### config.mk
export PLATFORM = sky130hd
export DESIGN_NAME = dlf_downlink_tx
export DESIGN_NICKNAME = d
export VERILOG_FILES = /design/src/rtl/dlf_pkg.sv /design/src/rtl/dlf_crc16.sv /design/src/rtl/dlf_hold.sv /design/src/rtl/dlf_framer.sv /design/src/rtl/dlf_sequencer.sv /design/src/rtl/dlf_downlink_tx.sv
export SDC_FILE = /design/constraint.sdc
export NUM_CORES = 1
export LEC_CHECK = 0
export ABC_AREA = 1
export CAP_MARGIN = 25
export CORE_UTILIZATION = 40
export CTS_BUF_LIST = sky130_fd_sc_hd__clkbuf_8
export DETAILED_ROUTE_END_ITERATION = 10
export MAX_ROUTING_LAYER = met4
export SYNTH_ARGS = -nofsm -noshare
export SYNTH_HDL_FRONTEND = slang
export SYNTH_SLANG_ARGS = --single-unit
### constraint.sdc
create_clock -name clk -period 4.8 [get_ports clk]
set_input_delay 0.48 -clock clk [delete_from_list [all_inputs] [get_ports clk]]
set_output_delay 0.48 -clock clk [all_outputs]
set_load 0.01 [all_outputs]
### src/rtl/dlf_pkg.sv
package dlf_pkg;
  localparam int          SYM_W = 8;
  localparam int          CRC_W = 16;
  localparam logic [7:0]  K28_5 = 8'hBC;

  typedef enum logic [1:0] {
    SEQ_BOUND    = 2'd0,
    SEQ_FRAME    = 2'd1,
    SEQ_RAW_TAIL = 2'd2
  } seq_state_e;
endpackage

### src/rtl/dlf_crc16.sv
module dlf_crc16 #(
  parameter int                     DATA_W = 24,
  parameter int                     CRC_W  = 16,
  parameter logic [CRC_W-1:0]       POLY   = 16'h1021,
  parameter logic [CRC_W-1:0]       INIT   = 16'hFFFF
) (
  input  logic [DATA_W-1:0] data_i,
  output logic [CRC_W-1:0]  crc_o
);
  // Bit-serial update unrolled over the whole header, MSB first.
  always_comb begin
    logic [CRC_W-1:0] c;
    c = INIT;
    for (int i = DATA_W - 1; i >= 0; i--) begin
      if (c[CRC_W-1] ^ data_i[i]) c = {c[CRC_W-2:0], 1'b0} ^ POLY;
      else                         c = {c[CRC_W-2:0], 1'b0};
    end
    crc_o = c;
  end
endmodule

### src/rtl/dlf_hold.sv
module dlf_hold #(
  parameter int W = 8
) (
  input  logic         clk,
  input  logic         rst_n,
  input  logic         in_valid,
  input  logic [W-1:0] in_data,
  input  logic         take,
  output logic         ready,
  output logic         full,
  output logic [W-1:0] data
);
  logic         full_q, full_d;
  logic [W-1:0] data_q;
  logic         load;

  assign load  = in_valid && !full_q;
  assign ready = !full_q;
  assign full  = full_q;
  assign data  = data_q;

  always_comb begin
    full_d = full_q;
    if (take) full_d = 1'b0;
    if (load) full_d = 1'b1;
  end

  always_ff @(posedge clk or negedge rst_n) begin
    if (!rst_n) begin
      full_q <= 1'b0;
      data_q <= '0;
    end else begin
      full_q <= full_d;
      if (load) data_q <= in_data;
    end
  end

  // a held entry stays put until the sequencer takes it
  assert_hold_keep_R11: assert property (@(posedge clk) disable iff (!rst_n)
    (full_q && !take) |=> (full_q && $stable(data_q)));
  // nothing is taken from an empty entry
  assert_take_full_R11: assert property (@(posedge clk) disable iff (!rst_n)
    take |-> full_q);
endmodule

### src/rtl/dlf_framer.sv
module dlf_framer #(
  parameter int                 ADDR_W   = 4,
  parameter int                 SEQ_W    = 4,
  parameter int                 TYPE_W   = 2,
  parameter int                 PAY_W    = 14,
  parameter logic [15:0]        CRC_POLY = 16'h1021,
  parameter logic [15:0]        CRC_INIT = 16'hFFFF,
  localparam int                HDR_W    = ADDR_W + SEQ_W + TYPE_W + PAY_W,
  localparam int                FRAME_W  = HDR_W + dlf_pkg::CRC_W
) (
  input  logic [HDR_W-1:0]   cmd_i,
  output logic [FRAME_W-1:0] frame_o
);
  logic [dlf_pkg::CRC_W-1:0] crc;

  // The header concatenation {addr, seq, type, payload} already lands on
  // the byte fields: addr|seq in byte 1, type|payload-high in byte 2.
  dlf_crc16 #(
    .DATA_W (HDR_W),
    .CRC_W  (dlf_pkg::CRC_W),
    .POLY   (CRC_POLY),
    .INIT   (CRC_INIT)
  ) u_crc (
    .data_i (cmd_i),
    .crc_o  (crc)
  );

  assign frame_o = {cmd_i, crc};
endmodule

### src/rtl/dlf_sequencer.sv
module dlf_sequencer
  import dlf_pkg::*;
#(
  parameter int  FRAME_W = 40,
  parameter int  RAW_W   = 10,
  localparam int DATA_BYTES = FRAME_W / SYM_W,
  localparam int IDX_W      = $clog2(DATA_BYTES),
  localparam int PAT_W      = 2 * RAW_W
) (
  input  logic               clk,
  input  logic               rst_n,
  input  logic               sym_en,
  input  logic               cmd_full,
  input  logic [FRAME_W-1:0] frame_i,
  input  logic               sync_full,
  input  logic [PAT_W-1:0]   pat_i,
  output logic               cmd_take,
  output logic               sync_take,
  output logic [RAW_W-1:0]   sym_word,
  output logic               sym_k,
  output logic               sym_raw
);
  localparam logic [RAW_W-1:0] IDLE_WORD = {{(RAW_W-SYM_W){1'b0}}, K28_5};
  localparam logic [IDX_W-1:0] LAST_IDX  = IDX_W'(DATA_BYTES - 1);

  seq_state_e         st_q, st_d;
  logic [IDX_W-1:0]   idx_q, idx_d;
  logic [FRAME_W-1:0] sh_q, sh_d;
  logic [RAW_W-1:0]   lo_q, lo_d;
  logic [RAW_W-1:0]   word_q, word_d;
  logic               k_q, k_d;
  logic               raw_q, raw_d;

  assign sym_word = word_q;
  assign sym_k    = k_q;
  assign sym_raw  = raw_q;

  always_comb begin
    st_d      = st_q;
    idx_d     = idx_q;
    sh_d      = sh_q;
    lo_d      = lo_q;
    word_d    = word_q;
    k_d       = k_q;
    raw_d     = raw_q;
    cmd_take  = 1'b0;
    sync_take = 1'b0;
    if (sym_en) begin
      unique case (st_q)
        SEQ_BOUND: begin
          if (sync_full) begin
            // training pattern wins at a boundary
            word_d    = pat_i[PAT_W-1:RAW_W];
            lo_d      = pat_i[RAW_W-1:0];
            k_d       = 1'b0;
            raw_d     = 1'b1;
            sync_take = 1'b1;
            st_d      = SEQ_RAW_TAIL;
          end else if (cmd_full) begin
            word_d   = IDLE_WORD;
            k_d      = 1'b1;
            raw_d    = 1'b0;
            sh_d     = frame_i;
            idx_d    = '0;
            cmd_take = 1'b1;
            st_d     = SEQ_FRAME;
          end else begin
            word_d = IDLE_WORD;
            k_d    = 1'b1;
            raw_d  = 1'b0;
          end
        end
        SEQ_FRAME: begin
          word_d = {{(RAW_W-SYM_W){1'b0}}, sh_q[FRAME_W-1 -: SYM_W]};
          k_d    = 1'b0;
          raw_d  = 1'b0;
          sh_d   = {sh_q[FRAME_W-SYM_W-1:0], {SYM_W{1'b0}}};
          if (idx_q == LAST_IDX) begin
            idx_d = '0;
            st_d  = SEQ_BOUND;
          end else begin
            idx_d = idx_q + 1'b1;
          end
        end
        SEQ_RAW_TAIL: begin
          word_d = lo_q;
          k_d    = 1'b0;
          raw_d  = 1'b1;
          st_d   = SEQ_BOUND;
        end
        default: st_d = SEQ_BOUND;
      endcase
    end
  end

  always_ff @(posedge clk or negedge rst_n) begin
    if (!rst_n) begin
      st_q   <= SEQ_BOUND;
      idx_q  <= '0;
      sh_q   <= '0;
      lo_q   <= '0;
      word_q <= IDLE_WORD;
      k_q    <= 1'b1;
      raw_q  <= 1'b0;
    end else if (sym_en) begin
      st_q   <= st_d;
      idx_q  <= idx_d;
      sh_q   <= sh_d;
      lo_q   <= lo_d;
      word_q <= word_d;
      k_q    <= k_d;
      raw_q  <= raw_d;
    end
  end

  // a control symbol is always the plain comma, never raw
  assert_comma_only_R2: assert property (@(posedge clk) disable iff (!rst_n)
    sym_k |-> (sym_word == IDLE_WORD && !sym_raw));
  // no raw word can appear in a slot that belongs to a frame body
  assert_frame_unbroken_R7: assert property (@(posedge clk) disable iff (!rst_n)
    (sym_en && st_q == SEQ_FRAME) |=> (!sym_raw && !sym_k));
  // the first raw word is always followed by its tail state
  assert_raw_pair_R6: assert property (@(posedge clk) disable iff (!rst_n)
    ($rose(sym_raw)) |-> (st_q == SEQ_RAW_TAIL));
  // a disabled slot freezes the output and the schedule
  assert_stall_hold_R10: assert property (@(posedge clk) disable iff (!rst_n)
    !sym_en |=> ($stable(sym_word) && $stable(sym_k) && $stable(sym_raw) && $stable(st_q)));
  // a held pattern blocks a command at the boundary
  assert_pattern_first_R9: assert property (@(posedge clk) disable iff (!rst_n)
    (sym_en && st_q == SEQ_BOUND && sync_full) |-> !cmd_take);
endmodule

### src/rtl/dlf_downlink_tx.sv
module dlf_downlink_tx #(
  parameter int          ADDR_W   = 4,
  parameter int          SEQ_W    = 4,
  parameter int          TYPE_W   = 2,
  parameter int          PAY_W    = 14,
  parameter int          RAW_W    = 10,
  parameter logic [15:0] CRC_POLY = 16'h1021,
  parameter logic [15:0] CRC_INIT = 16'hFFFF
) (
  input  logic                clk,
  input  logic                rst_n,
  input  logic                cmd_valid,
  output logic                cmd_ready,
  input  logic [ADDR_W-1:0]   cmd_addr,
  input  logic [SEQ_W-1:0]    cmd_seq,
  input  logic [TYPE_W-1:0]   cmd_type,
  input  logic [PAY_W-1:0]    cmd_payload,
  input  logic                sync_valid,
  output logic                sync_ready,
  input  logic [2*RAW_W-1:0]  sync_pattern,
  input  logic                sym_en,
  output logic [RAW_W-1:0]    sym_word,
  output logic                sym_k,
  output logic                sym_raw
);
  localparam int HDR_W   = ADDR_W + SEQ_W + TYPE_W + PAY_W;
  localparam int FRAME_W = HDR_W + dlf_pkg::CRC_W;
  localparam int PAT_W   = 2 * RAW_W;

  logic [1:0]         rst_sync_q;
  logic               rst_n_s;
  logic               cmd_full, cmd_take;
  logic [HDR_W-1:0]   cmd_data;
  logic               sync_full, sync_take;
  logic [PAT_W-1:0]   sync_data;
  logic [FRAME_W-1:0] frame;

  // asynchronous assertion, synchronous release
  always_ff @(posedge clk or negedge rst_n) begin
    if (!rst_n) rst_sync_q <= 2'b00;
    else        rst_sync_q <= {rst_sync_q[0], 1'b1};
  end
  assign rst_n_s = rst_sync_q[1];

  dlf_hold #(.W(HDR_W)) u_cmd_hold (
    .clk      (clk),
    .rst_n    (rst_n_s),
    .in_valid (cmd_valid),
    .in_data  ({cmd_addr, cmd_seq, cmd_type, cmd_payload}),
    .take     (cmd_take),
    .ready    (cmd_ready),
    .full     (cmd_full),
    .data     (cmd_data)
  );

  dlf_hold #(.W(PAT_W)) u_sync_hold (
    .clk      (clk),
    .rst_n    (rst_n_s),
    .in_valid (sync_valid),
    .in_data  (sync_pattern),
    .take     (sync_take),
    .ready    (sync_ready),
    .full     (sync_full),
    .data     (sync_data)
  );

  dlf_framer #(
    .ADDR_W   (ADDR_W),
    .SEQ_W    (SEQ_W),
    .TYPE_W   (TYPE_W),
    .PAY_W    (PAY_W),
    .CRC_POLY (CRC_POLY),
    .CRC_INIT (CRC_INIT)
  ) u_framer (
    .cmd_i   (cmd_data),
    .frame_o (frame)
  );

  dlf_sequencer #(
    .FRAME_W (FRAME_W),
    .RAW_W   (RAW_W)
  ) u_seq (
    .clk       (clk),
    .rst_n     (rst_n_s),
    .sym_en    (sym_en),
    .cmd_full  (cmd_full),
    .frame_i   (frame),
    .sync_full (sync_full),
    .pat_i     (sync_data),
    .cmd_take  (cmd_take),
    .sync_take (sync_take),
    .sym_word  (sym_word),
    .sym_k     (sym_k),
    .sym_raw   (sym_raw)
  );
endmodule

Word level (Yosys, flattened, before mapping)

Cells that the tools add are included.

Bits in registers: 115
Input port bits: 49
Output and inout bits: 14

$add $sub $neg: 1
Eq/ne operators: 7
Muxes and demuxes: 51
Bitwise operators: 46
Reductions and logical operators: 16

Operators by type and width:

| cell                                                | number |
|---|---|
| 2-to-1 mux 13 bit                                   | 24 |
| 2-to-1 mux 40 bit                                   | 2 |
| case mux 40 bit (2 select lines)                    | 1 |
| inverter 3 bit                                      | 23 |
| case mux 10 bit (3 select lines)                    | 1 |
| XOR 1 bit                                           | 20 |
| 2-to-1 mux 1 bit                                    | 12 |
| 2-to-1 mux 10 bit                                   | 1 |
| 2-to-1 mux 3 bit                                    | 3 |
| nonzero test 2 bit                                  | 4 |
| 2-to-1 mux 2 bit                                    | 3 |
| case mux 3 bit (2 select lines)                     | 1 |
| AND reduction 3 bit                                 | 2 |
| != test 2 x 1 -> 1 bit, second input constant       | 2 |
| case mux 2 bit (2 select lines)                     | 1 |
| AND reduction 2 bit                                 | 2 |
| AND reduction 4 bit                                 | 1 |
| adder 3 x 1 -> 3 bit, second input constant         | 1 |
| equality test 3 bit, second input constant          | 1 |
| != test 3 x 1 -> 1 bit, second input constant       | 1 |
| case mux 1 bit (3 select lines)                     | 1 |
| nonzero test 3 bit                                  | 1 |
| XOR 1 bit, first input constant                     | 3 |
| equality test 2 x 1 -> 1 bit, second input constant | 1 |
| other kinds (7)                                     | 9 |

Longest topological paths before layout

Word-level depth: 50
Mapped depth: 17
Gate-level depth less buffers: 16

Hierarchy

From an unflattened synthesis, not the netlist that was laid out.

Cells, all modules: 831
Area, all modules: 6954.2 sq um

Modules (own cells, without submodules):

| module                 | instances | cells an instance | area an instance (sq um) | seq. area each (sq um) |
|---|---|---|---|---|
| dlf_sequencer          | 1         | 408               | 3622.2                   | 1684.1 |
| dlf_crc16              | 1         | 199               | 1152.4                   | 0.0 |
| dlf_hold (u_cmd_hold)  | 1         | 107               | 1053.5                   | 625.6 |
| dlf_hold (u_sync_hold) | 1         | 90                | 892.1                    | 525.5 |
| dlf_framer             | 1         | 24                | 180.2                    | 0.0 |
| dlf_downlink_tx        | 1         | 3                 | 53.8                     | 50.0 |

Least setup slack after synthesis

Ideal clock, no wire load.

Kind: reg-to-reg
Start point: register u_seq.st_q[1]
End point: register u_seq.sh_q[16]
Library setup time: 142 ps
Data arrival time: 1514 ps
Data required time: 4658 ps
Slack: 3144 ps
Stages on the path, launching flop included: 10
Clock period less this slack: 1656 ps
Cells stage by stage: dfrtp_1 > inv_1 > ha_1 > buf_2 > nor2_1 > nor2_1 > nand2_1 > inv_2 > clkbuf_1 > a31oi_1

Longest elaborated chain between the ends: 3
Elaborated cells between the ends (all ways): 7
Those cells by class: 3 x eq/ne; 1 x mux; 3 x reduce/logical

RTL lines:

| what                                                              | RTL line             | RTL |
|---|---|---|
| start, declared                                                   | dlf_sequencer.sv:26  | `seq_state_e st_q, st_d;` |
| start signal, assigned                                            | dlf_sequencer.sv:106 | `st_q <= st_d;` |
| logical NOT 2 bit or equality test 2 x 1 -> 1 bit (tied branches) | dlf_sequencer.sv:49  | `unique case (st_q)` |
| != test 2 bit (no source line), or another cell as far along      | --                   |  |
| AND reduction 4 bit (no source line)                              | --                   |  |
| end signal, assigned                                              | dlf_sequencer.sv:100 | `sh_q <= '0;` |
| end signal, assigned                                              | dlf_sequencer.sv:108 | `sh_q <= sh_d;` |
| end, declared                                                     | dlf_sequencer.sv:28  | `logic [FRAME_W-1:0] sh_q, sh_d;` |

Parallel ways exist; a longest one is shown, timed or not.
A chain may end at the register's enable or synchronous reset.

Worst setup path after layout

Start point: register u_seq.st_q[1]
End point: register u_seq.idx_q[2]

Longest elaborated chain between the ends: 3
Elaborated cells between the ends (all ways): 7
Those cells by class: 3 x eq/ne; 1 x mux; 3 x reduce/logical

RTL lines:

| what                                                              | RTL line             | RTL |
|---|---|---|
| logical NOT 2 bit or equality test 2 x 1 -> 1 bit (tied branches) | dlf_sequencer.sv:49  |  |
| != test 2 bit (no source line), or another cell as far along      | --                   |  |
| AND reduction 4 bit (no source line)                              | --                   |  |
| end signal, assigned                                              | dlf_sequencer.sv:107 | `idx_q <= idx_d;` |
| end, declared                                                     | dlf_sequencer.sv:27  | `logic [IDX_W-1:0] idx_q, idx_d;` |

Parallel ways exist; a longest one is shown, timed or not.

==> metrics.md <==
| Metric | Value |
|---|---|
| Share of layout cells above drive strength 1 | `0.165` |
| Port bufs | `between 60 and 70` |
| Mapped Nets | `743` |
| Syn Inst Count | `688` |
| Netlist cell types | `33` |
| FFs w/ async S/R, synth | `1.00` |
| Top FF cell, synth | `dfrtp_1` |
| Pins Over Slew Limit | `0` |
| Cell area after synthesis | `slightly below 6000 um^2` |
| Top cells by area, synth | `dfrtp_1 47%, nand2_1 11%, mux2_2 4.0%` |
| GP Congestion | `0.806` |
| Share of the synthesized area in the top cell type | `0.466` |
| Max FO, Critical Path | `between 60 and 70` |
| Die Y-Extent | `roughly 120 um` |
| DR vias | `about 4600` |
| DRC viols | `0` |
| Final TNS setup | `0 ps` |
| Crit path DAT | `3260 ps` |
| Io pins | `between 60 and 70` |
| Req. time, crit path | `between 5000 and 6000 ps` |
| Leak | `3.35 nW` |
| Slew margin rel. | `0.386` |
| Pre-antenna DRT Iters | `4` |
| First-pass GRT wire length | `21.9 mm` |
| Inst Count DP | `~900` |
| Clock insertion delay at the later pin of the skew report | `440 ps` |
| Detailed Route Iter0 Violations | `287` |
| Pin count of the biggest net entering global routing | `63` |
| Hold WC Path Type | `primary input to async pin` |
| Core area | `14100 um^2` |
| Crit path capture type | `flip-flop` |
| Hold-fix buffers, CTS | `0` |
| Initial core utilization | `0.416` |
| Synth Register Bits | `about 120` |
| Cell taking the most area after synthesis | `dfrtp_1` |
| Most common cell in the netlist | `nand2_1` |
| Hold Slack | `206 ps` |
| Clock transition at path regs | `70 ps` |
| Global Route Usage Sum | `0.197` |
| Setup Buffers After CTS | `0` |
| Final Skew | `12.2 ps` |
| Status | `completed` |
| Count of flip-flops with a built-in enable after synthesis | `0` |
| CTS tree | `yes` |
| CTS Buf Count | `17` |
| Top post-synthesis cells by count | `178 x nand2_1, 109 x dfrtp_1, 62 x nor2_1, 53 x inv_1, 36 x a21oi_1` |
| Syn. warnings | `0` |
| Finish-stage setup viols | `0` |
| Worst-Margin Slew | `between 900 and 1000 ps` |
| Final period util | `0.622` |
| Post-CTS Resized | `0` |
| Clk buf depth | `2` |
| CP Launch Type | `flip-flop` |
| Die Wd | `123 um` |
| Finished Cell Area | `approximately 7000 um^2` |
| Initial antenna violation count | `0` |
| Remaining Overflow, GRT | `0` |
| Peak supply drop | `414 uV` |
| CTS Sinks | `115` |
| Vias per cell | `4.93` |
| Clk Tree Root Cell | `clkbuf_8` |
| Row cnt | `43` |
| RSZ-0062 raised after global routing | `no` |
| DR WL/cell | `14.2 um` |
| Final min period | `between 2000 and 3000 ps` |
| Fin nets | `798` |
| Pwr Total | `6.02 mW` |
| DP Area | `6600 um^2` |
| Diodes inserted | `0` |
| Vias in the first global route | `4489` |
| Power Dens Cells | `between 800 and 900 nW/um^2` |
| Syn Area/Cell | `8.51 um^2` |
| Setup Crit Path Kind | `flip-flop to flip-flop` |
| Die area | `15100 um^2` |
| Total Routed Length | `13.3 mm` |
| Register area share after synthesis | `0.493` |
| Routed Antenna Nets | `0` |
| H-tree levels | `4` |
| Layout area overhead | `19.4%` |
| FMAX | `approximately 0.34 GHz` |
| Detailed placer's ending HPWL | `9.80 mm` |
| Final cell count without fillers | `936` |
| Final hold vios | `0` |
| Max Cap Viol | `0` |
==> cell type report <==
| type | instances | area, um^2 |
|---|---|---|
| multi-input cells | 474 | 2560 |
| fillers | 1382 | 7100 |
| clock buffers | 18 | 248 |
| repair buffers | 67 | 666 |
| flip-flops and latches | 115 | 2890 |
| clock inverters | 14 | 150 |
| inverters | 68 | 260 |
| well taps | 180 | 225 |
==> cell usage in the layout, fill, tap and decap left out, drive strengths merged <==
cell,instances
ha,6
a21oi,36
nand4,2
o21ai,23
dfstp,6
inv,72
xnor2,11
conb,1
xor2,10
a32oi,1
nor2,62
nand3,42
a31oi,25
clkdlybuf4s50,62
nand2,219
clkinvlp,4
a22oi,2
buf,5
clkinv,3
dfrtp,109
o211ai,5
nand2b,1
a41oi,2
bufinv,3
mux2,21
o31ai,1
o22ai,4
clkbuf,18
==> per-stage QoR <==
step | setup slack [ps] | utilization
2_1_floorplan | 1370 | -
3_3_place_gp | 1910 | 0.467
3_5_place_dp | 1820 | 0.468
4_1_cts | 1800 | 0.496
5_1_grt | 1460 | 0.496
6_report | 1820 | 0.496
==> critical path, cell delays in order, from the launching register on <==
cell and delay [ps]:
dfrtp_1 420, inv_1 100, ha_1 150, buf_4 380
nor2_1 90, nor2_1 100, nand2_1 370, inv_2 850
nand2_1 140, xor2_1 160, a21oi_1 50
==> sequential cells by signal, indices dropped and copies added, names as in the netlist <==
name / count
u_sync_hold.data: 20
rst_sync_q: 2
u_seq.sym_k: 1
u_seq.lo_q: 10
u_seq.idx_q: 3
u_cmd_hold.full: 1
u_seq.sh_q: 40
u_seq.st_q: 2
u_sync_hold.full: 1
u_cmd_hold.data: 24
u_seq.sym_raw: 1
u_seq.sym_word: 10
==> logic make-up after synthesis <==
group / Yosys count / synth area share
AO/OA/AOI/OAI: 99 / 0.0961
AND/OR/NAND/NOR: 326 / 0.255
adder cells (fa/ha/maj): 6 / 0.0128
multiplexers: 21 / 0.0404
XOR/XNOR: 21 / 0.0314
buffers and inverters: 99 / 0.0711
flip-flops: 115 / 0.493
other: 1 / 0.000640
==> layer usage <==
metal | GRT usage | part of all wire | vias up
met4 | 0.0617 | 0.0078 | 0
met5 | - | 0 | -
met2 | 0.308 | 0.48 | 88
met1 | 0.250 | 0.47 | 2209
met3 | 0.0535 | 0.039 | 6
li1 | - | - | 2316
==> power breakdown <==
group | switching (mW) | total, mW | internal (mW)
Sequential | 0.343 | 1.79 | 1.45
Combinational | 2.05 | 3.33 | 1.28
Clock | 0.391 | 0.906 | 0.515
==> worst paths after layout <==
path | from | end | slack (ps) | depth (start not counted)
setup / recovery | u_seq.st_q[1] | u_seq.idx_q[2] | 1820 | 10
hold / removal | rst_n | rst_sync_q[1] | 210 | 1
setup reg to reg | u_seq.st_q[1] | u_seq.idx_q[2] | 1820 | 10
hold reg to reg | rst_sync_q[0] | rst_sync_q[1] | 350 | 0
max in group asynchronous | rst_sync_q[1] | u_cmd_hold.data[13] | 3160 | 1
min in group clk | rst_sync_q[0] | rst_sync_q[1] | 350 | 0
No activity file was read; power rests on OpenSTA's default activity.
